### config.mk
export PLATFORM = sky130hd
export DESIGN_NAME = irq_edge_prio
export DESIGN_NICKNAME = d
export VERILOG_FILES = /design/src/rtl/irq_pkg.sv /design/src/rtl/irq_edge_sync.sv /design/src/rtl/irq_pend_bank.sv /design/src/rtl/irq_lvl_enc.sv /design/src/rtl/irq_edge_prio.sv
export SDC_FILE = /design/constraint.sdc
export NUM_CORES = 1
export LEC_CHECK = 0
export BUFFER_PORTS_ARGS = -buffer_cell sky130_fd_sc_hd__buf_4
export CORE_MARGIN = 1.5
export CORE_UTILIZATION = 51
export DETAILED_ROUTE_END_ITERATION = 8
export PLACE_DENSITY = 0.8
export SYNTH_ARGS = -nofsm -noshare
export SYNTH_HDL_FRONTEND = slang
export SYNTH_SLANG_ARGS = --single-unit
export TNS_END_PERCENT = 5
### constraint.sdc
create_clock -name clk -period 0.9 [get_ports clk]
set_input_delay 0.045 -clock clk [delete_from_list [all_inputs] [get_ports clk]]
set_output_delay 0.045 -clock clk [all_outputs]
set_load 0.03 [all_outputs]
### src/rtl/irq_pkg.sv
package irq_pkg;

    localparam int unsigned IRQ_SRCS = 7;
    localparam int unsigned LVL_W    = $clog2(IRQ_SRCS + 1);
    localparam int unsigned FC_W     = 3;

    typedef logic [IRQ_SRCS-1:0] src_vec_t;
    typedef logic [LVL_W-1:0]    lvl_t;
    typedef logic [FC_W-1:0]     fc_t;

    // Per-cycle control applied to the pending bank
    typedef struct packed {
        src_vec_t set;
        src_vec_t clr;
    } pend_ctl_t;

    // Highest set bit index plus one; zero when empty
    function automatic lvl_t top_level(src_vec_t v);
        lvl_t l = '0;
        for (int k = 0; k < IRQ_SRCS; k++) begin
            if (v[k]) l = lvl_t'(k + 1);
        end
        return l;
    endfunction

    // One-hot source mask for a level; zero for level 0 or out of range
    function automatic src_vec_t level_mask(lvl_t l);
        src_vec_t m = '0;
        for (int k = 0; k < IRQ_SRCS; k++) begin
            if (int'(l) == k + 1) m[k] = 1'b1;
        end
        return m;
    endfunction

endpackage

### src/rtl/irq_edge_sync.sv
module irq_edge_sync
    import irq_pkg::*;
(
    input  logic     clk,
    input  logic     rst,
    input  src_vec_t line_n_i,
    output src_vec_t fall_o
);

    for (genvar k = 0; k < IRQ_SRCS; k++) begin : g_src
        logic meta_q, sync_q, prev_q;

        always_ff @(posedge clk) begin
            if (rst) begin
                meta_q <= 1'b1;
                sync_q <= 1'b1;
                prev_q <= 1'b1;
            end else begin
                meta_q <= line_n_i[k];
                sync_q <= meta_q;
                prev_q <= sync_q;
            end
        end

        assign fall_o[k] = prev_q & ~sync_q;
    end

endmodule

### src/rtl/irq_pend_bank.sv
module irq_pend_bank
    import irq_pkg::*;
(
    input  logic      clk,
    input  logic      rst,
    input  pend_ctl_t ctl_i,
    output src_vec_t  pend_o
);

    for (genvar k = 0; k < IRQ_SRCS; k++) begin : g_flag
        logic flag_q;

        always_ff @(posedge clk) begin
            if (rst)
                flag_q <= 1'b0;
            else if (ctl_i.set[k])
                flag_q <= 1'b1;
            else if (ctl_i.clr[k])
                flag_q <= 1'b0;
        end

        assign pend_o[k] = flag_q;
    end

endmodule

### src/rtl/irq_lvl_enc.sv
module irq_lvl_enc
    import irq_pkg::*;
(
    input  src_vec_t pend_i,
    output lvl_t     ipl_n_o
);

    always_comb begin
        ipl_n_o = ~top_level(pend_i);
    end

endmodule

### src/rtl/irq_edge_prio.sv
module irq_edge_prio
    import irq_pkg::*;
(
    input  logic             clk,
    input  logic             rst,
    input  logic [6:0]       irq_n_i,
    input  logic [FC_W-1:0]  fc_i,
    input  logic [LVL_W-1:0] ack_lvl_i,
    output logic [LVL_W-1:0] ipl_n_o,
    output logic             iack_o
);

    src_vec_t  fall_vec;
    src_vec_t  clr_vec;
    src_vec_t  pend_q;
    pend_ctl_t ctl;

    irq_edge_sync u_sync (
        .clk      (clk),
        .rst      (rst),
        .line_n_i (irq_n_i),
        .fall_o   (fall_vec)
    );

    always_comb begin
        iack_o  = &fc_i;
        clr_vec = iack_o ? level_mask(ack_lvl_i) : '0;
        ctl.set = fall_vec;
        ctl.clr = clr_vec;
    end

    irq_pend_bank u_bank (
        .clk    (clk),
        .rst    (rst),
        .ctl_i  (ctl),
        .pend_o (pend_q)
    );

    irq_lvl_enc u_enc (
        .pend_i  (pend_q),
        .ipl_n_o (ipl_n_o)
    );

endmodule

==> flow_summary_export.csv <==
group,metric,value,unit
critical_path,cp_top_family,"flip-flops",
die,fp.dieH,45.55,µm
timing,maxSlewViolCount,0,
synthesis,synth_commonest_cells,"28 x dfxtp_1, 15 x or2_1, 11 x inv_1, 7 x nor2_1",
routing,initialDrtViolationCount,16,
synthesis,async_reset_ff_share,0,%
cells_and_area,nets,130,
timing,max-slew-margin-rel,85.19,%
grt,grt_start_max_net_pins,29,
critical_path,crit_path_top_delay_cell,"dfxtp_1",
routing,drc,0,
routing,vias_per_cell,4.748,
synthesis,synth_top_area_share,60.70,%
cts,cts_tree,"built",
die,die_w,45.55,µm
synthesis,synth.distinct_cells,17,
placed_design,dpl.hpwl,1037,µm
power,p_leak,0.0005155,µW
synthesis,ys_ff_latch,28,
routing,wire_per_inst,10.70,µm
grt,antenna_found_initial,0,
synthesis,synth_top_flop_cell,"dfxtp_1",
cts,cts_max_level,1,
critical_path,setup.worst_path.end_class,"primary output",
synthesis,syn_inst,87,
timing,finalCriticalPeriod,1241,ps
cts,cts.sinks,28,
timing,worst_slew_pin_slew,222.2,ps
critical_path,path_max_fanout,2,
cells_and_area,final_util,71.79,%
routing,wirelength,1487,µm
timing,post-route-worst-setup-slack,-341.5,ps
routing,firstDrtPassIters,4,
die,start_util,54.07,%
critical_path,startpoint_type,"flop",
timing,setup_viol,3,
critical_path,worstPathArrival,1200,ps
critical_path,reg2reg_from,"u_sync.g_src[5].sync_q",
synthesis,yosysTopAreaCell,"dfxtp_1",
cts,post_cts_buffers,0,
critical_path,path_cells,"a21oi_2, o31a_1, buf_6",
timing,period_share,137.9,%
power,seqPwrFrac,54.7,%
cells_and_area,drive_gt1_share,32.46,%
die,ios,19,
cts,root_buffer,"clkbuf_4",
min_path,min-delay-start,"ack_lvl_i[1]",
grt,grtUsageTotal,16.87,%
critical_path,worst-r2r-cell-count,2,
critical_path,r2r_slack,160,ps
synthesis,syn-cell-area,923.4,µm²
routing,ant_nets,0,
critical_path,worstPathRequired,850,ps
synthesis,ys_warn_count,0,
routing,vias,660,
synthesis,synth.most_common_cell,"dfxtp_1",
synthesis,synth_edf_count,0,
cells_and_area,diodes,0,
grt,overflow,0,
power,p_clk_share,33.1,%
placed_design,placed_cells,128,
cts,insertion_delay,320,ps
power,power_density,1977,mW/mm²
cells_and_area,areaGrowthSynthToFinish,32.79,%
die,fp.dieArea,0.002075,mm²
cts,cts_buffer_depth,2,
timing,fmax,805.5,MHz
timing,rsz0062_at_grt,"true",
power,internal_power,1906,µW
critical_path,critPathBufInv,1,
die,placeableCoreArea,0.001708,mm²
min_path,whs_path_depth,3,
job,maxCapViolations,0,
grt,grt_pass1_vias,588,
critical_path,r2r_end,"u_bank.g_flag[5].flag_q",
critical_path,crit_type,"reg2out",
power,combPwrFrac,12.1,%
power,ir_drop,1.543,mV
run_status,violations,"setup timing",
placed_design,routabilityCongestion,0.7478,
min_path,min_path_type,"in2reg",
cells_and_area,fillerInstances,117,
critical_path,cp_slowest_stage_delay,380,ps
synthesis,syn_avg_cell_area,10.61,µm²
synthesis,syn_nets,102,
timing,hold_viol,0,
synthesis,synth.area.top_cells,"dfxtp_1 61%, or2_1 10%, a22o_1 5.7%, inv_1 4.5%, a31oi_1 4.1%",
synthesis,ys_seq_area_share,60.70,%
power,power_switching,517.8,µW
die,std_cell_rows,15,
run_status,status,"finished with violations",
cells_and_area,layoutNonFillerInstCount,139,
min_path,min_to,"u_bank.g_flag[5].flag_q",
cts,cts_made_buffers,3,
timing,fin_skew,1.921,ps
grt,grt_pass1_wl,2394,µm
placed_design,portBuffers,18,
power,swShare,21.36,%
cts,clk_pin_slew,140,ps
per-layer routing:
metal | GRT usage, % | vias up | routed length, µm
met5 | 0 | - | 0
met3 | 3.571 | 4 | 64
met2 | 26.76 | 19 | 706
met4 | 10.59 | 0 | 19
li1 | - | 344 | -
met1 | 20.65 | 293 | 697
timing repair:
item                                    4_1_cts  5_1_grt
gates resized for setup                       7        4
hold buffers                                  7        0
endpoints found under the hold margin         7        0
pin swaps                                     1        2
endpoints found under the setup margin        3        3
power groups by stage:
stage	Sequential (µW)	Clock (µW)	Combinational [µW]
finish	1330	803	294
global route	1330	871	318
CTS	1320	822	291
floorplan	1340	0	161
detailed placement	1350	0	259
global placement	1350	0	252
tightest hold or removal path: stages:
cell	delay, ps
buf_4	110
a31o_1	150
o22ai_2	70
worst max path at each step:
stage | cells past startpoint | end | from
after floorplan | 1 | ipl_n_o[2] | u_bank.g_flag[6].flag_q
after global placement | 4 | ipl_n_o[0] | u_bank.g_flag[5].flag_q
after detailed placement | 4 | ipl_n_o[0] | u_bank.g_flag[5].flag_q
after CTS | 4 | ipl_n_o[0] | u_bank.g_flag[1].flag_q
after global routing | 4 | ipl_n_o[0] | u_bank.g_flag[1].flag_q
final | 3 | ipl_n_o[0] | u_bank.g_flag[0].flag_q
logic make-up after synthesis:
| family | count (synthesis) | share of synthesized area (%) |
|---|---|---|
| flip-flops | 28 | 60.70 |
| AO/OA/AOI/OAI | 17 | 14.09 |
| AND/OR/NAND/NOR | 28 | 17.75 |
| buffers and inverters | 14 | 7.452 |
placed cells by master (no fill, tap or decap), types with 2 or more instances in the layout:
cell type      count
a31oi_1            6
nor2_1             7
or2_1             15
dfxtp_1           23
a22o_1             6
nor3_2             2
dfxtp_2            5
a21oi_2            2
inv_1              9
clkbuf_4           3
buf_4             18
inv_2              2
dlygate4sd3_1      7
layout make-up:
cell class                      instances  area (µm²)  share of cell area, %
Sequential cell                        28       566.8                  46.22
Inverter                               11       41.29                  3.367
Timing Repair Buffer                   26       216.5                  17.65
Tap cell                               25       31.28                  2.551
Clock inverter                          1       30.03                  2.449
Multi-Input combinational cell         45       317.8                  25.92
Clock buffer                            3       22.52                  1.837
through the flow:
stage	TNS [ps]	cell area, µm²	setup WS [ps]	hold slack, ps	power (µW)
floorplan	-185.5	934.6	-143.2	142.1	1504
global placement	0	1081	52.12	223.8	1599
detailed placement	-19.55	1081	-19.55	227.8	1607
CTS	-948.5	1217	-336.5	53.77	2438
global route	-1139	1226	-405.2	57.55	2524
finish	-910.6	1226	-341.5	68.54	2424
registers in the layout, summed over array words and instances (netlist names):
register,flops
u_bank.g_flag.flag_q,7
u_sync.g_src.sync_q,7
u_sync.g_src.meta_q,7
u_sync.g_src.prev_q,7
Note: power is estimated with default switching activity, not from simulation.
